### src/rtl/cfp_pkg.sv
package cfp_pkg;
  typedef enum logic [1:0] {
    SP_ACTIVE   = 2'd0,
    SP_SEC_MAIN = 2'd1,
    SP_SEC_PROC = 2'd2
  } sp_sel_e;

  typedef enum logic [1:0] {
    ST_IDLE = 2'd0,
    ST_PUSH = 2'd1,
    ST_DONE = 2'd2
  } state_e;

  localparam logic [31:0] FRAME_SIG = 32'hFEFA_125B;
  localparam int unsigned RET_MODE_BIT  = 3;
  localparam int unsigned RET_SPSEL_BIT = 2;
endpackage

### src/rtl/cfp_sp_select.sv
module cfp_sp_select
  import cfp_pkg::*;
#(
  parameter int unsigned AW = 32
) (
  input  logic          tail_i,
  input  logic          thread_i,
  input  logic          proc_i,
  input  logic [AW-1:0] sp_act_i,
  input  logic [AW-1:0] sp_sec_main_i,
  input  logic [AW-1:0] sp_sec_proc_i,
  output sp_sel_e       sel_o,
  output logic [AW-1:0] sp_o
);
  always_comb begin
    if (!tail_i) begin
      sel_o = SP_ACTIVE;
      sp_o  = sp_act_i;
    end else if (thread_i && proc_i) begin
      sel_o = SP_SEC_PROC;
      sp_o  = sp_sec_proc_i;
    end else begin
      // handler mode always runs on the main stack
      sel_o = SP_SEC_MAIN;
      sp_o  = sp_sec_main_i;
    end
  end
endmodule

### src/rtl/cfp_word_gen.sv
module cfp_word_gen #(
  parameter int unsigned AW    = 32,
  parameter int unsigned DW    = 32,
  parameter int unsigned NREG  = 8,
  parameter int unsigned IW    = 4,
  parameter logic [DW-1:0] SIG = '0
) (
  input  logic [IW-1:0]      idx_i,
  input  logic [NREG*DW-1:0] regs_i,
  output logic [AW-1:0]      off_o,
  output logic [DW-1:0]      data_o
);
  logic [DW-1:0] reg_words [NREG];

  for (genvar g = 0; g < NREG; g++) begin : g_split
    assign reg_words[g] = regs_i[g*DW +: DW];
  end

  always_comb begin
    off_o  = '0;
    data_o = SIG;
    if (idx_i != '0) begin
      // word 1 is the reserved hole, so register k sits at word k+1
      off_o = (AW'(idx_i) + AW'(1)) << 2;
      data_o = '0;
      for (int k = 0; k < NREG; k++) begin
        if (idx_i == IW'(k + 1)) data_o = reg_words[k];
      end
    end
  end
endmodule

### src/rtl/cfp_seq.sv
module cfp_seq
  import cfp_pkg::*;
#(
  parameter int unsigned IW   = 4,
  parameter int unsigned LAST = 8
) (
  input  logic          clk_i,
  input  logic          rst_ni,
  input  logic          launch_i,
  input  logic          acc_i,
  output logic          idle_o,
  output logic          busy_o,
  output logic          done_o,
  output logic [IW-1:0] idx_o
);
  state_e        st_q, st_d;
  logic [IW-1:0] idx_q, idx_d;

  always_comb begin
    st_d  = st_q;
    idx_d = idx_q;
    unique case (st_q)
      ST_IDLE: if (launch_i) begin
        st_d  = ST_PUSH;
        idx_d = '0;
      end
      ST_PUSH: if (acc_i) begin
        if (idx_q == IW'(LAST)) st_d = ST_DONE;
        else idx_d = idx_q + IW'(1);
      end
      ST_DONE: st_d = ST_IDLE;
      default: st_d = ST_IDLE;
    endcase
  end

  always_ff @(posedge clk_i or negedge rst_ni) begin
    if (!rst_ni) begin
      st_q  <= ST_IDLE;
      idx_q <= '0;
    end else begin
      st_q  <= st_d;
      idx_q <= idx_d;
    end
  end

  assign idle_o = (st_q == ST_IDLE);
  assign busy_o = (st_q == ST_PUSH);
  assign done_o = (st_q == ST_DONE);
  assign idx_o  = idx_q;
endmodule

### src/rtl/callee_frame_pusher.sv
module callee_frame_pusher
  import cfp_pkg::*;
#(
  parameter int unsigned AW   = 32,
  parameter int unsigned DW   = 32,
  parameter int unsigned NREG = 8
) (
  input  logic               clk_i,
  input  logic               rst_ni,
  input  logic               start_i,
  input  logic               tail_i,
  input  logic [31:0]        ret_code_i,
  input  logic [NREG*DW-1:0] regs_i,
  input  logic [AW-1:0]      sp_act_i,
  input  logic [AW-1:0]      sp_sec_main_i,
  input  logic [AW-1:0]      sp_sec_proc_i,
  output logic               mem_req_o,
  output logic [AW-1:0]      mem_addr_o,
  output logic [DW-1:0]      mem_wdata_o,
  input  logic               mem_gnt_i,
  output logic               done_o,
  output logic               sp_we_o,
  output logic [1:0]         sp_sel_o,
  output logic [AW-1:0]      sp_data_o
);
  localparam int unsigned NWORDS      = NREG + 1;
  localparam int unsigned IW          = $clog2(NWORDS);
  localparam logic [AW-1:0] FRAME_LEN = AW'((NREG + 2) * 4);

  logic               idle, busy, done;
  logic [IW-1:0]      idx;
  logic               launch;
  sp_sel_e            sel_c;
  logic [AW-1:0]      sp_c;
  logic [AW-1:0]      off;
  logic [DW-1:0]      wdata;
  logic [AW-1:0]      base_q;
  sp_sel_e            sel_q;
  logic [NREG*DW-1:0] regs_q;

  assign launch = start_i && idle;

  cfp_sp_select #(.AW(AW)) i_sel (
    .tail_i       (tail_i),
    .thread_i     (ret_code_i[RET_MODE_BIT]),
    .proc_i       (ret_code_i[RET_SPSEL_BIT]),
    .sp_act_i     (sp_act_i),
    .sp_sec_main_i(sp_sec_main_i),
    .sp_sec_proc_i(sp_sec_proc_i),
    .sel_o        (sel_c),
    .sp_o         (sp_c)
  );

  cfp_seq #(.IW(IW), .LAST(NWORDS - 1)) i_seq (
    .clk_i   (clk_i),
    .rst_ni  (rst_ni),
    .launch_i(launch),
    .acc_i   (mem_gnt_i),
    .idle_o  (idle),
    .busy_o  (busy),
    .done_o  (done),
    .idx_o   (idx)
  );

  cfp_word_gen #(
    .AW(AW), .DW(DW), .NREG(NREG), .IW(IW), .SIG(DW'(FRAME_SIG))
  ) i_gen (
    .idx_i (idx),
    .regs_i(regs_q),
    .off_o (off),
    .data_o(wdata)
  );

  always_ff @(posedge clk_i or negedge rst_ni) begin
    if (!rst_ni) begin
      base_q <= '0;
      sel_q  <= SP_ACTIVE;
      regs_q <= '0;
    end else if (launch) begin
      base_q <= sp_c - FRAME_LEN;
      sel_q  <= sel_c;
      regs_q <= regs_i;
    end
  end

  assign mem_req_o   = busy;
  assign mem_addr_o  = base_q + off;
  assign mem_wdata_o = wdata;
  assign done_o      = done;
  assign sp_we_o     = done;
  assign sp_sel_o    = sel_q;
  assign sp_data_o   = base_q;
endmodule

### config.mk
export PLATFORM = sky130hd
export DESIGN_NAME = callee_frame_pusher
export DESIGN_NICKNAME = d
export VERILOG_FILES = /design/src/rtl/cfp_pkg.sv /design/src/rtl/cfp_sp_select.sv /design/src/rtl/cfp_word_gen.sv /design/src/rtl/cfp_seq.sv /design/src/rtl/callee_frame_pusher.sv
export SDC_FILE = /design/constraint.sdc
export NUM_CORES = 1
export LEC_CHECK = 0
export BUFFER_PORTS_ARGS = -buffer_cell sky130_fd_sc_hd__buf_4
export CORE_UTILIZATION = 35
export CTS_CLUSTER_DIAMETER = 100
export CTS_CLUSTER_SIZE = 14
export DETAILED_ROUTE_END_ITERATION = 6
export GPL_TIMING_DRIVEN = 0
export PLACE_DENSITY = 0.62
export SYNTH_ARGS = -nofsm -noshare
export SYNTH_HDL_FRONTEND = slang
export SYNTH_SLANG_ARGS = --single-unit
### constraint.sdc
create_clock -name clk_i -period 5.4 [get_ports clk_i]
set_input_delay 0.81 -clock clk_i [delete_from_list [all_inputs] [get_ports clk_i]]
set_output_delay 0.81 -clock clk_i [all_outputs]
set_load 0.05 [all_outputs]
==> results of run 1 <==
==> metal layers <==
metal | part of all wire | vias up | global-route usage
met5 | 0 | - | 0
met4 | 0.030 | 0 | 0.08435
met3 | 0.068 | 90 | 0.04059
met1 | 0.42 | 7529 | 0.3629
met2 | 0.48 | 607 | 0.4700
li1 | - | 7483 | -
==> cell type report <==
cell class	count	area [um2]
antenna	2	5.005
buffer	139	619.3
clock buffer	25	625.6
clock inverter	1	16.27
fill	4350	22990
inverter	14	52.55
multi-input combinational	1532	7475
sequential	296	7407
tap	585	732.0
timing repair buffer	465	3538
==> worst max-delay path: stages, from the launching register on <==
cell,delay [ns]
dfrtp_1,0.45
inv_1,0.14
ha_1,0.26
clkbuf_1,0.40
clkbuf_1,0.43
clkbuf_1,0.40
nand2_1,0.12
a21oi_1,0.31
o22ai_1,0.16
o211ai_1,0.34
o21ai_0,0.19
a21oi_1,0.29
buf_4,0.26
==> path summary, 6_finish.rpt <==
| check | startpoint | endpoint | slack, ns |
|---|---|---|---|
| min in group clk_i | regs_i[90] | regs_q[90] | 0.45 |
| hold reg to reg | regs_q[193] | regs_q[193] | 0.47 |
| setup / recovery | i_seq.idx_o[0] | mem_wdata_o[17] | 0.28 |
| hold / removal | rst_ni | regs_q[47] | 0.25 |
| setup reg to reg | i_seq.st_q[0] | regs_q[237] | 2.77 |
| max in group asynchronous | rst_ni | regs_q[223] | 3.63 |
==> report_power, final <==
part,switching (mW),internal (mW)
logic,5.15,2.24
clock network,0.830,0.821
registers,0.770,3.26
total,6.75,6.32
==> state kept, by name (all words and copies together) (netlist names) <==
name / count
i_seq.st_q: 2
sp_sel_o: 2
sp_data_o: 32
i_seq.idx_o: 4
regs_q: 256
==> cell families (layout without fill, tap and decap cells) <==
group | after synthesis | in the layout
adders and majority gates | 11 | 11
other | 0 | 2
xor gates and xnor gates | 56 | 56
muxes | 3 | 3
and+or+nand+nor | 1125 | 1125
AOI/OAI and AO/OA | 337 | 337
buffers and inverters | 156 | 644
DFF | 296 | 296
==> synthesized netlist by cell type, types with 4 or more instances <==
cell,n
a211oi_1,12
a21bo_1,7
a21bo_2,19
a21oi_1,84
a221oi_1,7
a22o_1,6
a22oi_1,7
a31oi_1,23
a32oi_1,5
and2_1,4
and3_1,9
and3b_1,5
buf_1,6
buf_2,7
buf_4,8
buf_6,5
clkbuf_1,115
dfrtp_1,296
ha_1,10
inv_1,14
nand2_1,914
nand3_1,45
nand3b_1,27
nand4_1,7
nor2_1,53
nor2b_1,5
nor3_1,36
o211ai_1,20
o21ai_0,99
o21ai_1,5
o221ai_1,12
o22ai_1,20
xnor2_1,43
xor2_1,13
==> cells in the final DEF (no fill, tap or decap), types with 3 or more instances in the layout <==
cell type and n:
xnor2_1 43, inv_1 14, o21ai_0 99, and3_1 9
ha_1 9, and2_1 4, dfrtp_1 296, nor4_2 3
a21oi_1 83, a22oi_1 7, and3b_1 5, nand3b_1 27
clkbuf_16 25, a22o_1 6, clkbuf_1 110, a21bo_2 19
a221oi_1 7, nand2_1 913, o22ai_1 20, nor2_1 52
nand3_1 44, o221ai_1 12, buf_4 470, a211oi_1 12
o21ai_1 5, nor3_1 36, a31oi_1 23, a31oi_2 3
xor2_1 13, buf_1 6, buf_2 7, nor2b_1 5
buf_6 5, a21bo_1 7, o211ai_1 20, a32oi_1 5
nand4_1 7
==> through the flow <==
stage          worst slack (ns)  hold WS, ns  total power, mW
2_1_floorplan            0.5868       0.4379            8.604
3_3_place_gp            -0.8548       0.4517            11.27
3_5_place_dp            -0.8807       0.4572            11.38
4_1_cts                 0.08610       0.2666            13.10
5_1_grt                 0.01049       0.2908            13.87
6_report                 0.2753       0.2471            13.08
==> timing repair <==
item                                    in CTS  in global routing
setup buffers                                4                  0
endpoints found under the setup margin      21                 17
endpoints found under the hold margin        0                  0
pin swaps                                    2                  0
hold buffers                                 0                  0
gates resized for setup                      7                  3
==> summary.txt, run 1 <==
Final layout
  • Area grow syn2layout: 31.74%
  • Fraction of layout cells with a size suffix above 1: 0.2245
  • Non-Filler Instances: 3059
  • Post-Layout Inst Area: 0.02047 mm2
  • Final #Nets: 2873
  • Final Core Density: 0.4711

Clocking
  • Maximum clock path buffer count: 3
  • Cts bufs inserted: 25
  • Clock sinks: 296
  • Reg clk slew, reported paths: 0.07 ns
  • H-tree depth: 1
  • Clock Root Buffer: clkbuf_16
  • CTS tree: yes
  • Worst-skew pair later-pin latency: 0.54 ns

Synthesis
  • Post-synthesis adder-cell area fraction: 0.009341
  • Yosys top cell by area: dfrtp_1
  • Mux share of post-synthesis cell area: 0.002013
  • Post-Synth XOR/XNOR Area: 0.03156
  • Compound-cell area share of the yosys netlist: 0.1382
  • Top_reg_cell synth: dfrtp_1
  • Yosys cell types: 58
  • Top cell type's share of synthesized area: 0.4767
  • Synthesized Nets: 2384
  • YS warnings: 0
  • Mapped Area: 0.01554 mm2
  • Post-synth EDFFs: 0
  • Avg Cell Area, Syn: 7.832 um2
  • Yosys reg bits: 296
  • Largest family of logic cells by synthesized area: simple AND/OR/NAND/NOR gates
  • Mapped Cells: 1984
  • Async S/R FF share, synth: 1.000
  • Post-Synth Simple-Gate Area: 0.2986
  • Top post-synthesis cells by area: dfrtp_1 (48%), nand2_1 (22%), o21ai_0 (3.2%), clkbuf_1 (2.8%), a21oi_1 (2.7%)
  • Sequential share of the synthesized area: 0.4767

Place
  • Hpwl dp: 50660 um
  • Placed instance area: 0.01978 mm2
  • Gpl congestion: 0.8993
  • Placed Instances: 3030
  • Buffers on Ports: 459

Drt
  • First-pass DRT Iterations: 5
  • Final ANT Viol Nets: 0
  • Wire per inst: 20.71 um
  • Drt total wl: 63340 um
  • DRC: 0
  • Via count: 15709
  • 1st-iter DRT viols: 1194
  • Vias per cell: 5.135

Run status
  • Status: finished clean

Timing
  • Setup violators final: 0
  • F_max: 0.1951 GHz
  • Slew Limit Fails: 0
  • Worst rel slew slack: 0.4154
  • Post-layout min period: 5.125 ns
  • Final worst-path cycle share: 0.9490
  • Final-report hold violation count: 0
  • RSZ-0062 raised after global routing: false
  • Slew @ Worst Pin: 0.8768 ns
  • Clock Skew: 0.01742 ns
  • Setup TNS Final: 0 ns

Worst setup path
  • CP Launch Type: flop
  • CP Class: reg2out
  • CP endpoint kind: output pin
  • FF-to-FF path depth: 7
  • Crit Path Max Fanout: 10
  • Crit path DAT: 4.31 ns
  • CP required: 4.59 ns

Hold path
  • Worst Hold Class: in2async

Global routing
  • Pin count of the biggest net entering global routing: 118
  • First-pass GRT wire length: 93720 um
  • GRT overflow: 0
  • Initial antenna violation count: 2
  • Number of global-route vias before repair: 15558
  • GR Util All Layers: 0.2765

Die
  • Die Width: 212.7 um
  • Die area: 0.04524 mm2
  • # IOs: 490
  • Initial Utilization: 0.3576
  • Core Region: 0.04346 mm2
  • Site row count: 76
  • DIE HEIGHT: 212.7 um

Flow run
  • Max-cap violations: 0

Power and ir drop
  • Pwr/cell area: 638.8 mW/mm2
  • Peak supply drop: 515.0 uV
  • LEAKAGE: 10.16 nW
(Power assumes the default switching activity.)
==> run 2, diff against run 1 <==
--- a/config.mk
+++ b/config.mk
@@ -6,12 +6,13 @@
 export NUM_CORES = 1
 export LEC_CHECK = 0
 export BUFFER_PORTS_ARGS = -buffer_cell sky130_fd_sc_hd__buf_4
-export CORE_UTILIZATION = 35
+export CORE_AREA = 2 2 192 194
 export CTS_CLUSTER_DIAMETER = 100
 export CTS_CLUSTER_SIZE = 14
 export DETAILED_ROUTE_END_ITERATION = 6
+export DIE_AREA = 0 0 194 196
 export GPL_TIMING_DRIVEN = 0
-export PLACE_DENSITY = 0.62
+export PLACE_DENSITY = 0.73
 export SYNTH_ARGS = -nofsm -noshare
 export SYNTH_HDL_FRONTEND = slang
 export SYNTH_SLANG_ARGS = --single-unit
==> summary.txt, run 2 (same netlist as run 1, synthesis figures left out) <==
Place
  • Placed instance area: 0.01963 mm2 (-0.74%)
  • Gpl congestion: 0.9515 (+5.8%)
  • Buffers on Ports: 459 (unchanged)
  • Hpwl dp: 48200 um (-4.8%)
  • Placed Instances: 2913 (-3.9%)

Worst setup path
  • Largest stage delay on the critical path: 0.82 ns (+0.37 ns)
  • CP Class: reg2out
  • Critical R2R Launch: i_seq.st_q[0]
  • Crit path DAT: 4.40 ns (+0.09 ns)
  • Crit Path Max Fanout: 10 (unchanged)
  • CP endpoint kind: output pin
  • WP buf/inv: 4 (-1)
  • Most numerous cell on the critical path: clkbuf_1
  • FF-to-FF path depth: 7 (unchanged)
  • FF-to-FF End: regs_q[237]
  • Reg2reg setup slack: 2.78 ns (about the same)
  • Critical path cell sequence: inv_1 -> ha_1 -> clkbuf_1 -> clkbuf_1 -> a22oi_1 -> a21oi_1 -> a221oi_1 -> o21ai_0 -> buf_4
  • CP required: 4.59 ns (about the same)
  • Top cell family by delay on the critical path: buffers and inverters
  • CP max stage cell: o21ai_0
  • CP Launch Type: flop

Global routing
  • Pin count of the biggest net entering global routing: 116 (-1.7%)
  • GRT overflow: 0 (unchanged)
  • First-pass GRT wire length: 91150 um (-2.7%)
  • GR Util All Layers: 0.3099 (+0.03337)
  • Number of global-route vias before repair: 15954 (+2.5%)
  • Initial antenna violation count: 5 (+3)

Final layout
  • Largest register FFs: 256 (unchanged)
  • Post-Layout Inst Area: 0.02033 mm2 (-0.67%)
  • Most common cell after layout, fill and taps aside: nand2_1
  • Area grow syn2layout: 30.86%
  • Largest Register: regs_q
  • Fraction of layout cells with a size suffix above 1: 0.2245 (unchanged)
  • Most frequent cells in the layout: nand2_1 (913), buf_4 (469), dfrtp_1 (296)
  • Number of fill cells: 3364 (-23%)
  • Non-Filler Instances: 2944 (-3.8%)
  • Final #Nets: 2873 (unchanged)

Hold path
  • Worst Hold Class: in2async

Die
  • Site row count: 70 (-7.9%)
  • # IOs: 490 (unchanged)
  • Core Region: 0.03608 mm2 (-17%)
  • Die area: 0.03802 mm2 (-16%)
  • Initial Utilization: 0.4306 (+0.07305)
  • Die Width: 194 um (-8.8%)
  • DIE HEIGHT: 196 um (-7.9%)

Timing
  • Setup violators final: 0 (unchanged)
  • Final-report hold violation count: 0 (unchanged)
  • Slew Limit Fails: 0 (unchanged)
  • Hold Worst Slack: 0.3025 ns (+0.05540 ns)
  • RSZ-0062 raised after global routing: false
  • F_max: 0.1919 GHz (-1.7%)
  • Worst rel slew slack: 0.3242 (-0.09129)
  • Final worst-path cycle share: 0.9652 (+0.01619)
  • Clock Skew: 0.01586 ns (-0.001556 ns)
  • Slew @ Worst Pin: 1.003 ns (+0.1263 ns)
  • Post-layout min period: 5.212 ns (+0.08744 ns)
  • Setup TNS Final: 0 ns (unchanged)

Clocking
  • Cts bufs inserted: 25 (unchanged)
  • Maximum clock path buffer count: 3 (unchanged)
  • Post-cts hold buffer count: 0 (unchanged)
  • H-tree depth: 1 (unchanged)
  • CTS tree: yes
  • Clock Root Buffer: clkbuf_16
  • Clock sinks: 296 (unchanged)
  • Reg clk slew, reported paths: 0.07 ns (about the same)
  • Worst-skew pair later-pin latency: 0.54 ns (about the same)

Power and ir drop
  • Pwr/cell area: 639.4 mW/mm2 (about the same)
  • Peak supply drop: 608.2 uV (+18%)
  • LEAKAGE: 10.15 nW (about the same)
  • Total power: 13.00 mW (-0.58%)

Drt
  • Via count: 16088 (+2.4%)
  • Final ANT Viol Nets: 0 (unchanged)
  • 1st-iter DRT viols: 1216 (+1.8%)
  • Wire per inst: 20.46 um (-1.2%)
  • Drt total wl: 60230 um (-4.9%)
  • First-pass DRT Iterations: 5 (unchanged)
  • Vias per cell: 5.465 (+6.4%)
  • DRC: 0 (unchanged)

Flow run
  • Max-cap violations: 0 (unchanged)

Run status
  • Status: finished clean
run 2: changes by cell type in the layout (fill, tap and decap cells not counted), sizes merged:
cell	before	now
buf	492	491
clkbuf	137	138
diode	2	4
run 2: cell type report:
| type | instances | area (um2) | area share |
|---|---|---|---|
| clock buffer | 25 | 625.6 | 0.03077 |
| timing repair buffer | 464 | 3531 | 0.1737 |
| buffer | 140 | 623.1 | 0.03064 |
| clock inverter | 1 | 16.27 | 0.0007999 |
| tap | 468 | 585.6 | 0.02880 |
| antenna | 4 | 10.01 | 0.0004923 |
| inverter | 14 | 52.55 | 0.002584 |
| multi-input combinational | 1532 | 7482 | 0.3680 |
| sequential | 296 | 7407 | 0.3643 |
run 2: metal layers:
layer  vias to the layer above  share of wire  track usage
li1                       7479              -            -
met1                      7705           0.39       0.3845
met5                         -        0.00013            0
met3                       127          0.084      0.06051
met4                         2          0.046       0.1285
met2                       775           0.48       0.5304
run 2: worst max path at each step:
stage | start | end | slack, ns | cells past startpoint
floorplan | i_seq.idx_o[0] | mem_addr_o[26] | 0.59 | 18
global placement | i_seq.idx_o[0] | mem_addr_o[26] | -0.58 | 19
detailed placement | i_seq.idx_o[0] | mem_addr_o[26] | -0.70 | 19
CTS | i_seq.idx_o[0] | mem_addr_o[26] | 0.04 | 19
global route | i_seq.idx_o[0] | mem_addr_o[26] | 0.009 | 18
finish | i_seq.idx_o[1] | mem_wdata_o[18] | 0.19 | 9
run 2: through the flow:
stage | util | worst slack, ns
final | 0.5635 | 0.1879
after global routing | 0.5635 | 0.008686
after CTS | 0.5629 | 0.03823
after detailed placement | 0.5441 | -0.7044
after global placement | 0.5423 | -0.5820
after floorplan | - | 0.5868
run 2: worst reg2reg max path, stage by stage (launching register included):
cell      delay, ns
dfrtp_1        0.46
nor2_1         0.17
and2_1         0.18
clkbuf_1       0.23
clkbuf_1       0.59
clkbuf_1       0.54
nand2_1        0.28
nand2_1        0.11
run 2: repair_timing:
action / in CTS / in global routing
setup endpoints to repair: 21 / 18
resized for setup: 8 / 4
setup buffers: 2 / 1
pin swaps: 2 / 1
run 2: report_power, final:
part           switching, mW  internal, mW  leakage, nW
clock                  0.806         0.820        0.315
combinational           5.10          2.23         6.15
sequential             0.775          3.27         3.69
